File: config.mk
export PLATFORM = sky130hd
export DESIGN_NAME = errIrqStatus
export DESIGN_NICKNAME = d
export VERILOG_FILES = /design/src/rtl/errIrqPkg.sv /design/src/rtl/errIrqCtrl.sv /design/src/rtl/errIrqData.sv /design/src/rtl/errIrqStatus.sv
export SDC_FILE = /design/constraint.sdc
export NUM_CORES = 1
export LEC_CHECK = 0
export BUFFER_PORTS_ARGS = -buffer_cell sky130_fd_sc_hd__buf_2
export CAP_MARGIN = 30
export CORE_ASPECT_RATIO = 0.7
export CORE_UTILIZATION = 41
export CTS_CLUSTER_SIZE = 20
export DETAILED_ROUTE_END_ITERATION = 7
export PLACE_DENSITY = 0.83
export SLEW_MARGIN = 15
export SYNTH_ARGS = -nofsm -noshare
export SYNTH_HDL_FRONTEND = slang
export SYNTH_SLANG_ARGS = --single-unit
File: constraint.sdc
create_clock -name clk -period 2.03 [get_ports clk]
set_input_delay 0.406 -clock clk [delete_from_list [all_inputs] [get_ports clk]]
set_output_delay 0.406 -clock clk [all_outputs]
set_load 0.02 [all_outputs]
File: src/rtl/errIrqPkg.sv
package errIrqPkg;
  localparam int STAT_W = 11;
  localparam int MIR_W  = 5;
  // implemented bits: 10, 9, 7, 4..0
  localparam logic [STAT_W-1:0] IMPL_MASK = 11'b110_1001_1111;
  // interrupt sources: 9, 7, 4..0
  localparam logic [STAT_W-1:0] IRQ_MASK  = 11'b010_1001_1111;

  localparam int B_PAR_RPT   = 0;
  localparam int B_TA_TGT    = 1;
  localparam int B_TA_MST    = 2;
  localparam int B_MST_ABT   = 3;
  localparam int B_SERR_SEEN = 4;
  localparam int B_INT_MA    = 7;
  localparam int B_PAR_DET   = 9;
  localparam int B_SERR_DRV  = 10;

  typedef struct packed {
    logic [STAT_W-1:0] clrMask;
    logic              cpuRd;
    logic              cfgRd;
  } strobeT;
endpackage

File: src/rtl/errIrqCtrl.sv
module errIrqCtrl
  import errIrqPkg::*;
#(
  parameter int DATA_W = 32
) (
  input  logic              cpuValid,
  input  logic              cpuWrite,
  input  logic [DATA_W/8-1:0] cpuByteEn,
  input  logic [DATA_W-1:0] cpuWdata,
  input  logic              cfgValid,
  input  logic              cfgWrite,
  output strobeT            strb
);
  localparam int BE_W    = DATA_W / 8;
  localparam int USED_BE = (STAT_W + 7) / 8;

  logic              wrEn;
  logic [STAT_W-1:0] laneClr;
  logic              unusedHiBits;

  assign wrEn = cpuValid & cpuWrite;

  for (genvar b = 0; b < STAT_W; b++) begin : g_lane
    if (IMPL_MASK[b]) begin : g_impl
      assign laneClr[b] = cpuWdata[b] & cpuByteEn[b/8];
    end else begin : g_rsvd
      assign laneClr[b] = 1'b0;
    end
  end

  // upper data bits and byte lanes carry only reserved fields
  assign unusedHiBits = ^{cpuWdata[DATA_W-1:STAT_W], cpuByteEn[BE_W-1:USED_BE]};

  always_comb begin
    strb.clrMask = wrEn ? laneClr : '0;
    strb.cpuRd   = cpuValid & ~cpuWrite;
    strb.cfgRd   = cfgValid & ~cfgWrite;
  end
endmodule

File: src/rtl/errIrqData.sv
module errIrqData
  import errIrqPkg::*;
#(
  parameter int DATA_W = 32
) (
  input  logic              clk,
  input  logic              rstN,
  input  logic              evtTgtAbtAsTgt,
  input  logic              evtTgtAbtAsMst,
  input  logic              evtMstAbt,
  input  logic              evtSerrSeen,
  input  logic              evtSerrDriven,
  input  logic              evtParReport,
  input  logic              evtIntMstAbt,
  input  logic              evtWrParTgt,
  input  logic              evtRdParMst,
  input  logic              evtAddrPar,
  input  logic              dmaOwnsBus,
  input  logic [MIR_W-1:0]  compClear,
  input  strobeT            strb,
  output logic [STAT_W-1:0] statVec,
  output logic [MIR_W-1:0]  compBits,
  output logic              dmaParErr,
  output logic              irqN,
  output logic [DATA_W-1:0] cpuRdata,
  output logic              cpuRvalid,
  output logic [DATA_W-1:0] cfgRdata,
  output logic              cfgRvalid
);
  localparam int PAD_W = DATA_W - STAT_W;

  logic [STAT_W-1:0] setVec;
  logic [STAT_W-1:0] nextStat;
  logic [MIR_W-1:0]  nextComp;
  logic [DATA_W-1:0] rdView;
  logic              unitRdPar;

  assign unitRdPar = evtRdParMst & ~dmaOwnsBus;
  assign dmaParErr = evtRdParMst & dmaOwnsBus;

  always_comb begin
    setVec              = '0;
    setVec[B_PAR_RPT]   = evtParReport;
    setVec[B_TA_TGT]    = evtTgtAbtAsTgt;
    setVec[B_TA_MST]    = evtTgtAbtAsMst;
    setVec[B_MST_ABT]   = evtMstAbt;
    setVec[B_SERR_SEEN] = evtSerrSeen;
    setVec[B_INT_MA]    = evtIntMstAbt;
    setVec[B_PAR_DET]   = evtWrParTgt | unitRdPar | evtAddrPar;
    setVec[B_SERR_DRV]  = evtSerrDriven;
  end

  for (genvar b = 0; b < STAT_W; b++) begin : g_bit
    if (IMPL_MASK[b]) begin : g_impl
      // a set in the same cycle overrides a clear
      assign nextStat[b] = setVec[b] | (statVec[b] & ~strb.clrMask[b]);
    end else begin : g_rsvd
      assign nextStat[b] = 1'b0;
    end
  end

  for (genvar m = 0; m < MIR_W; m++) begin : g_mir
    assign nextComp[m] = setVec[m] | (compBits[m] & ~compClear[m]);
  end

  assign rdView = {{PAD_W{1'b0}}, statVec};

  always_ff @(posedge clk) begin
    if (!rstN) begin
      statVec   <= '0;
      compBits  <= '0;
      irqN      <= 1'b1;
      cpuRdata  <= '0;
      cpuRvalid <= 1'b0;
      cfgRdata  <= '0;
      cfgRvalid <= 1'b0;
    end else begin
      statVec   <= nextStat;
      compBits  <= nextComp;
      irqN      <= ~|(statVec & IRQ_MASK);
      cpuRvalid <= strb.cpuRd;
      cfgRvalid <= strb.cfgRd;
      if (strb.cpuRd) cpuRdata <= rdView;
      if (strb.cfgRd) cfgRdata <= rdView;
    end
  end
endmodule

File: src/rtl/errIrqStatus.sv
module errIrqStatus
  import errIrqPkg::*;
#(
  parameter int DATA_W = 32
) (
  input  logic              clk,
  input  logic              rstN,
  input  logic              evtTgtAbtAsTgt,
  input  logic              evtTgtAbtAsMst,
  input  logic              evtMstAbt,
  input  logic              evtSerrSeen,
  input  logic              evtSerrDriven,
  input  logic              evtParReport,
  input  logic              evtIntMstAbt,
  input  logic              evtWrParTgt,
  input  logic              evtRdParMst,
  input  logic              evtAddrPar,
  input  logic              dmaOwnsBus,
  output logic              dmaParErr,
  output logic [4:0]        compBits,
  input  logic [4:0]        compClear,
  input  logic              cpuValid,
  input  logic              cpuWrite,
  input  logic [DATA_W/8-1:0] cpuByteEn,
  input  logic [DATA_W-1:0] cpuWdata,
  output logic [DATA_W-1:0] cpuRdata,
  output logic              cpuRvalid,
  input  logic              cfgValid,
  input  logic              cfgWrite,
  output logic [DATA_W-1:0] cfgRdata,
  output logic              cfgRvalid,
  output logic              irqN
);
  strobeT            strb;
  logic [STAT_W-1:0] statVec;

  errIrqCtrl #(.DATA_W(DATA_W)) u_ctrl (
    .cpuValid (cpuValid),
    .cpuWrite (cpuWrite),
    .cpuByteEn(cpuByteEn),
    .cpuWdata (cpuWdata),
    .cfgValid (cfgValid),
    .cfgWrite (cfgWrite),
    .strb     (strb)
  );

  errIrqData #(.DATA_W(DATA_W)) u_data (
    .clk           (clk),
    .rstN          (rstN),
    .evtTgtAbtAsTgt(evtTgtAbtAsTgt),
    .evtTgtAbtAsMst(evtTgtAbtAsMst),
    .evtMstAbt     (evtMstAbt),
    .evtSerrSeen   (evtSerrSeen),
    .evtSerrDriven (evtSerrDriven),
    .evtParReport  (evtParReport),
    .evtIntMstAbt  (evtIntMstAbt),
    .evtWrParTgt   (evtWrParTgt),
    .evtRdParMst   (evtRdParMst),
    .evtAddrPar    (evtAddrPar),
    .dmaOwnsBus    (dmaOwnsBus),
    .compClear     (compClear),
    .strb          (strb),
    .statVec       (statVec),
    .compBits      (compBits),
    .dmaParErr     (dmaParErr),
    .irqN          (irqN),
    .cpuRdata      (cpuRdata),
    .cpuRvalid     (cpuRvalid),
    .cfgRdata      (cfgRdata),
    .cfgRvalid     (cfgRvalid)
  );
endmodule

; ---- Word-level counts from Yosys, hierarchy flattened
; Index checks and enable logic that the tools add are counted.
[word_totals]
ff_bits = 41
in_bits = 58
output_inout_bits = 73
word_cells = 68
[classes]
mux = 1
bitwise = 57
n_reduce_logical = 2
[op_table]
columns = op, count
row1 = 1-bit bitwise AND, 26
row2 = 1-bit NOT, 16
row3 = 1-bit OR, 15
row4 = 11-bit 2-to-1 mux, 1
row5 = 7-bit OR reduction, 1
row6 = 1-bit logical NOT, 1

; ---- Depth between registers and ports, before layout
; Gate-level depths: netlist (run 1).
[depth]
depth_word = 5
mapped_depth = 4
ltp_nobuf = 3

; ---- Hierarchy
; A second synthesis (run 1) with hierarchy kept.
[unflattened]
cells_unflattened = 167
area_unflattened_um2 = 1652.8
[modules_own_cells]
columns = module, n_inst, cells_per_inst, area_each_um2
row1 = errIrqData, 1, 153, 1544.0
row2 = errIrqCtrl, 1, 14, 108.9

; ---- Least setup slack after synthesis (run 1)
; OpenSTA, ideal clock, no wires.
[synth_timing]
kind = reg-to-reg
start = register u_data.statVec[3]
end = register u_data.irqN
t_arrival_ns = 1.001
required_time_ns = 1.934
slack_ns = 0.933
stages_incl_launch_ff = 3
path_cell_list = dfxtp_1 -> or4_4 -> o41ai_2
[synth_between]
elab_chain_cells = 2
[synth_rtl]
columns = item, line
row1 = "start, declared", errIrqData.sv:21  ; output logic [STAT_W-1:0] statVec,
row2 = "start signal, assigned", errIrqData.sv:78  ; statVec <= nextStat;
row3 = 7-bit OR reduction, errIrqData.sv:80  ; irqN <= ~|(statVec & IRQ_MASK);
row4 = 1-bit logical NOT, errIrqData.sv:80
row5 = "end signal, assigned", errIrqData.sv:80
row6 = "end, declared", errIrqData.sv:24  ; output logic irqN,
; Every way passes these cells.
; A chain may end at the register's enable or synchronous reset.

; ---- Worst setup path in the final report (run 1)
[layout_timing]
start = input port dmaOwnsBus
end = output port dmaParErr
[layout_between]
elab_chain_cells = 1
[layout_rtl]
columns = item, line
row1 = "start, declared", errIrqStatus.sv:18  ; input logic dmaOwnsBus,
row2 = 1-bit bitwise AND, errIrqData.sv:39  ; assign dmaParErr = evtRdParMst & dmaOwnsBus;
row3 = "end, declared", errIrqStatus.sv:19  ; output logic dmaParErr,
; Every way passes these cells.

==> run_results.csv, run 1 <==
group,metric,value,unit
layout,stdcell_count,287,
power_and_ir_drop,p_leak,0.887,nW
timing,slew_viol_final,0,
floorplanning,dieArea,4050,sq um
worst_setup_path,critPathKind,"in -> out",
power_and_ir_drop,ir_drop,0.371,mV
flow_run,drv_cap,0,
worst_setup_path,critPathArrivalTime,790,ps
power_and_ir_drop,pwr-share-clk,32.4,%
power_and_ir_drop,internal_power,0.962,mW
timing,relSlewSlack,58.0,%
clock_network,cts_setup_buffers,0,
route,via_per_inst,4.14,
timing,fin_hold_ws,313,ps
placement,portBuffers,56,
yosys,yosysTopAreaCell,"dfxtp_1",
yosys,ys_seq_area_share,41.2,%
layout,fin_nets,295,
route,drtIter0Drc,33,
floorplanning,die_x,75.6,um
timing,final-hold-violation-count,0,
clock_network,cts.hold.buffers_added,0,
yosys,synthArstFlopShare,0,%
grt,grt_first_pass_wirelength,4.14,mm
placement,dp.cells,280,
grt,grt_max_degree,33,
grt,globalRouteOverflowTotal,0,
timing,worst_pin_slew,628,ps
clock_network,clk_pin_slew,60,ps
timing,setup_tns,0,ps
yosys,syn_inst,182,
layout,area_growth,13.7,%
clock_network,cts-root-buf,"clkbuf_8",
grt,grt_pass1_vias,965,
hold_path,hp-class,"in -> reg",
worst_setup_path,endpoint_kind,"output pin",
route,vias,1187,
placement,dp_hpwl,2.12,mm
floorplanning,fp.dieH,53.6,um
clock_network,cts_tree,"done",
route,first_pass_iters,3,
layout,diodes,0,
timing,max_clock_freq,834,MHz
route,postRouteAntennaNets,0,
layout,drive_gt1_share,27.4,%
power_and_ir_drop,p_sw,0.392,mW
placement,globalplace.congestion,0.703,
worst_setup_path,r2r-end,"u_data.irqN$_SDFF_PN1_",
floorplanning,io_pins,131,
worst_setup_path,reg2regPathDepth,2,
timing,finalClockSkew,6.07,ps
yosys,ys_ff_latch,32,
timing,setup_violations,0,
yosys,synth.most_common_cell,"buf_4",
floorplanning,start_util,43.5,%
floorplanning,core_area,3580,sq um
timing,rsz0062_at_grt,"no",
power_and_ir_drop,power_density,765,nW/um^2
clock_network,cts_resized,0,
route,wirelength,2.80,mm
clock_network,worstSkewPairLatency,280,ps
grt,track_usage,14.5,%
status,outcome,"complete, no violations",
layout,fillers,374,
worst_setup_path,crit_path_start_kind,"primary input",
yosys,yosysWarnings,0,
power_and_ir_drop,p_sw_share,28.9,%
worst_setup_path,critPathRequiredTime,1620,ps
yosys,synth_top_area_share,41.2,%
grt,antenna_found_initial,0,
yosys,synthesis.area,1560,sq um
yosys,synthTopCellsByArea,"dfxtp_1 41%, buf_4 23%, a21boi_0 8.7%",
clock_network,cts_max_level,2,
clock_network,cts_sinks,32,
floorplanning,rows,18,
worst_setup_path,rrSetupSlack,860,ps
yosys,synth_edf_count,0,
route,remaining_drc_errors,0,
hold_path,min_from,"cpuWdata[3]",
power_and_ir_drop,seqPwrFrac,50.5,%
layout,final_util,49.4,%
yosys,yosysUniqueCellTypes,19,
hold_path,holdPathEnd,"u_data.statVec[3]$_SDFF_PN0_",
worst_setup_path,worstPathMaxFanout,2,
worst_setup_path,r2r-start,"u_data.statVec[3]$_SDFF_PN0_",
yosys,syn_avg_cell_area,8.55,sq um
power_and_ir_drop,pwr-share-comb,17.1,%
timing,finalCriticalPeriod,1200,ps
hold_path,holdPathStages,2,
yosys,netlist_top_cells_count,"48 x buf_4, 32 x dfxtp_1, 32 x nand2_1",
clock_network,cts_made_buffers,5,
yosys,synth_ff_type,"dfxtp_1",
clock_network,cts.path.max_buffers,2,
route,wl_per_cell,9.77,um
timing,finalCritPeriodShare,59.1,%
==> cell usage in the layout (no fill, tap or decap), types with 2 or more instances in the layout <==
cell type | netlist | layout
a21boi_0 | 18 | 18
a21boi_1 | 3 | 3
a31oi_1 | 6 | 6
and2_1 | 3 | 3
buf_2 | 0 | 56
clkbuf_8 | 0 | 5
conb_1 | 1 | 48
dfxtp_1 | 32 | 32
inv_1 | 6 | 6
nand2_1 | 32 | 32
nand2b_1 | 7 | 7
nand4_1 | 2 | 2
nor2b_1 | 5 | 5
o21ai_0 | 6 | 6
==> state kept, by name, indices dropped and copies added (netlist names) <==
signal / cells
u_data.cfgRvalid: 1
u_data.cpuRdata: 8
u_data.statVec: 8
u_data.cpuRvalid: 1
u_data.cfgRdata: 8
u_data.compBits: 5
u_data.irqN: 1
==> layer usage <==
| metal | up-vias | track usage, % | wire, um |
|---|---|---|---|
| met2 | 51 | 21.9 | 1250 |
| met1 | 529 | 18.1 | 1330 |
| li1 | 601 | - | - |
| met4 | 0 | 6.79 | 43 |
| met3 | 6 | 5.81 | 184 |
| met5 | - | 0 | 0 |
==> area by class of cell <==
cell class	count	area [sq um]	share of cell area (%)
multi-input combinational	135	679	38.4
inverter	6	22.5	1.27
clock inverter	1	5.00	0.283
sequential	32	641	36.2
timing repair buffer	57	288	16.3
tap	50	62.6	3.53
clock buffer	6	72.6	4.10
==> logic make-up (layout without fill, tap and decap cells) <==
group	after synthesis	in the layout	share of synthesized area, %
buffers and inverters	62	70	26.5
AND/OR/NAND/NOR	51	51	15.7
AO/OA/AOI/OAI	36	36	16.4
flip-flops	32	32	41.2
other	1	48	0.241
==> power by group through the flow <==
stage | Sequential (mW) | Combinational, mW | Clock [mW]
finish | 0.684 | 0.232 | 0.438
global route | 0.688 | 0.256 | 0.496
CTS | 0.685 | 0.232 | 0.455
detailed placement | 0.698 | 0.231 | 0
global placement | 0.698 | 0.228 | 0
floorplan | 0.721 | 0.209 | 0
==> metrics by stage <==
stage / total power [mW] / setup WS, ps / cell area (sq um)
finish: 1.35 / 830 / 1770
CTS: 1.37 / 829 / 1770
detailed placement: 0.929 / 610 / 1690
global placement: 0.926 / 667 / 1690
global route: 1.44 / 716 / 1770
floorplan: 0.930 / 933 / 1730
==> critical path: stages <==
cell    delay, ps
buf_2         100
and2_1        140
buf_2         150
==> worst max path at each step <==
stage / to / slack, ps / from
floorplan: u_data.irqN$_SDFF_PN1_ / 930 / u_data.statVec[3]$_SDFF_PN0_
global placement: u_data.cpuRdata[10]$_SDFFE_PN0P_ / 670 / cpuValid
detailed placement: u_data.cpuRdata[0]$_SDFFE_PN0P_ / 610 / cpuValid
CTS: dmaParErr / 830 / dmaOwnsBus
global route: u_data.cpuRdata[10]$_SDFFE_PN0P_ / 720 / cpuValid
finish: dmaParErr / 830 / dmaOwnsBus
(Power assumes the default switching activity.)
==> run 2: changes to the inputs <==
--- a/config.mk
+++ b/config.mk
@@ -8,10 +8,10 @@
 export BUFFER_PORTS_ARGS = -buffer_cell sky130_fd_sc_hd__buf_2
 export CAP_MARGIN = 30
 export CORE_ASPECT_RATIO = 0.7
-export CORE_UTILIZATION = 41
+export CORE_UTILIZATION = 38
 export CTS_CLUSTER_SIZE = 20
 export DETAILED_ROUTE_END_ITERATION = 7
-export PLACE_DENSITY = 0.83
+export PLACE_DENSITY = 0.78
 export SLEW_MARGIN = 15
 export SYNTH_ARGS = -nofsm -noshare
 export SYNTH_HDL_FRONTEND = slang
==> constraint.sdc (replaced) <==
create_clock -name clk -period 1.2 [get_ports clk]
set_input_delay 0.24 -clock clk [delete_from_list [all_inputs] [get_ports clk]]
set_output_delay 0.24 -clock clk [all_outputs]
set_load 0.02 [all_outputs]
==> run 2 against run 1 <==
Effect of this change:
- routed wire length is 6.0% higher
- die area is 7.6% higher
- combinational power is 78% higher
- utilization is 3.2 points lower
- critical path depth is 1 lower
- clock power is 72% higher
- global-route usage is 0.20 points lower
- first-iteration DRC count is 6.1% higher
- count of clock-buffer cells in the layout stayed put
- worst setup slack worse by 780 ps
- flip-flop and latch count stayed put
- power is 71% higher
- highest routed layer unchanged
==> run_results.csv, run 2 (same netlist as run 1, synthesis figures left out) <==
group,metric,value,unit
timing,final-hold-violation-count,0,
layout,drive_gt1_share,28.6,%
clock_network,clk_pin_slew,60,ps
route,wirelength,2.97,mm
worst_setup_path,endpoint_kind,"register",
floorplanning,start_util,39.7,%
grt,antenna_found_initial,0,
worst_setup_path,crit_slowest_cell,"or4_4",
layout,area_growth,16.6,%
power_and_ir_drop,internal_power,1.64,mW
route,first_pass_iters,6,
worst_setup_path,path_cells,"or4_4 > o41ai_4",
hold_path,holdPathEnd,"u_data.statVec[4]$_SDFF_PN0_",
timing,fin_hold_ws,148,ps
route,wl_per_cell,10.1,um
timing,setup_tns,0,ps
worst_setup_path,rrSetupSlack,50,ps
placement,dp_hpwl,2.24,mm
flow_run,drv_cap,0,
worst_setup_path,critPathArrivalTime,1330,ps
power_and_ir_drop,ir_drop,0.528,mV
status,outcome,"complete, no violations",
worst_setup_path,critPathKind,"reg -> reg",
worst_setup_path,r2r-start,"u_data.statVec[3]$_SDFF_PN0_",
clock_network,cts_tree,"done",
layout,largestRegisters,"u_data.cfgRdata: 8 flops, u_data.cpuRdata: 8 flops, u_data.statVec: 8 flops",
clock_network,cts.path.max_buffers,2,
clock_network,cts_made_buffers,5,
layout,fin_nets,299,
hold_path,hp-class,"in -> reg",
timing,rsz0062_at_grt,"no",
route,postRouteAntennaNets,0,
route,drtIter0Drc,35,
power_and_ir_drop,pwr-share-comb,17.8,%
route,vias,1177,
timing,finalClockSkew,2.90,ps
clock_network,cts_max_level,2,
layout,multi_input_area,691,sq um
power_and_ir_drop,p_total,2.32,mW
timing,max_clock_freq,873,MHz
floorplanning,fp.dieH,55.5,um
worst_setup_path,slowest_delay,550,ps
worst_setup_path,reg2regPathDepth,2,
worst_setup_path,worstPathMaxFanout,2,
floorplanning,die_x,78.5,um
timing,setup_violations,0,
grt,track_usage,14.3,%
power_and_ir_drop,pwr-share-clk,32.4,%
grt,grt_max_degree,33,
floorplanning,io_pins,131,
power_and_ir_drop,p_sw_share,29.3,%
power_and_ir_drop,p_leak,0.910,nW
placement,dp.cells,286,
route,via_per_inst,4.02,
layout,stdcell_count,293,
clock_network,worstSkewPairLatency,270,ps
timing,finalCritPeriodShare,95.4,%
worst_setup_path,critPathRequiredTime,1380,ps
placement,portBuffers,56,
layout,final_cell_mix,"56 x buf_2, 48 x conb_1, 32 x nand2_1, 32 x dfxtp_1, 18 x a21boi_0",
floorplanning,dieArea,4360,sq um
grt,grt_first_pass_wirelength,4.71,mm
timing,finalCriticalPeriod,1150,ps
power_and_ir_drop,seqPwrFrac,49.9,%
placement,place_ws,69.5,ps
worst_setup_path,crit_path_start_kind,"register",
timing,worst_slack,54.7,ps
grt,globalRouteOverflowTotal,0,
hold_path,min_from,"cpuWdata[4]",
layout,fillers,395,
clock_network,cts-root-buf,"clkbuf_8",
placement,globalplace.congestion,0.714,
layout,diodes,0,
clock_network,cts.hold.buffers_added,0,
power_and_ir_drop,power_density,1280,nW/um^2
grt,grt_pass1_vias,1011,
floorplanning,core_area,3920,sq um
power_and_ir_drop,p_sw,0.682,mW
layout,final_common_cell,"buf_2",
layout,regArea,641,sq um
route,remaining_drc_errors,0,
floorplanning,rows,19,
hold_path,holdPathStages,2,
worst_setup_path,r2r-end,"u_data.irqN$_SDFF_PN1_",
clock_network,cts_sinks,32,
timing,slew_viol_final,0,
run 2: what timing repair did:
item,CTS,global route
resized for setup,0,1
setup endpoints to repair,0,1
hold endpoints to repair,0,0
buffers inserted,0,0
run 2: how the worst max path moves through the flow:
stage / startpoint / to / slack [ps] / cells after the start
floorplan: u_data.statVec[3]$_SDFF_PN0_ / u_data.irqN$_SDFF_PN1_ / 100 / 2
global placement: u_data.statVec[3]$_SDFF_PN0_ / u_data.irqN$_SDFF_PN1_ / 80 / 2
detailed placement: u_data.statVec[3]$_SDFF_PN0_ / u_data.irqN$_SDFF_PN1_ / 70 / 2
CTS: u_data.statVec[3]$_SDFF_PN0_ / u_data.irqN$_SDFF_PN1_ / 60 / 2
global route: u_data.statVec[3]$_SDFF_PN0_ / u_data.irqN$_SDFF_PN1_ / 10 / 2
finish: u_data.statVec[3]$_SDFF_PN0_ / u_data.irqN$_SDFF_PN1_ / 50 / 2
run 2: through the flow:
step / cell area, sq um / utilization (%)
after global placement: 1730 / 44.0
after floorplan: 1730 / -
after global routing: 1810 / 46.3
after detailed placement: 1730 / 44.0
after CTS: 1800 / 46.0
final: 1810 / 46.3
run 2: critical path, delay by kind of cell, from the launching register on:
| kind | cells | cell delay (ps) |
|---|---|---|
| flip-flops | 1 | 310 |
| AO/OA/AOI/OAI | 1 | 190 |
| AND/OR/NAND/NOR | 1 | 550 |
run 2: layer usage:
metal	track usage, %	part of all wire [%]	vias to the layer above
met5	0	0	-
met4	3.17	0.44	0
met3	5.62	7.8	2
met2	21.9	46	53
met1	18.8	45	515
li1	-	-	607
run 2: layout make-up:
cell class / count / share of cell area (%)
Timing Repair Buffer: 61 / 17.5
Clock buffer: 6 / 4.00
Multi-Input combinational cell: 135 / 38.1
Sequential cell: 32 / 35.3
Inverter: 6 / 1.24
Clock inverter: 1 / 0.276
Tap cell: 52 / 3.59
run 2: power groups by stage:
stage | sequential [mW] | clock (mW) | combinational, mW
after global placement | 1.18 | 0 | 0.405
after global routing | 1.16 | 0.838 | 0.454
final | 1.16 | 0.752 | 0.413
after CTS | 1.16 | 0.791 | 0.412
after floorplan | 1.22 | 0 | 0.353
after detailed placement | 1.18 | 0 | 0.410
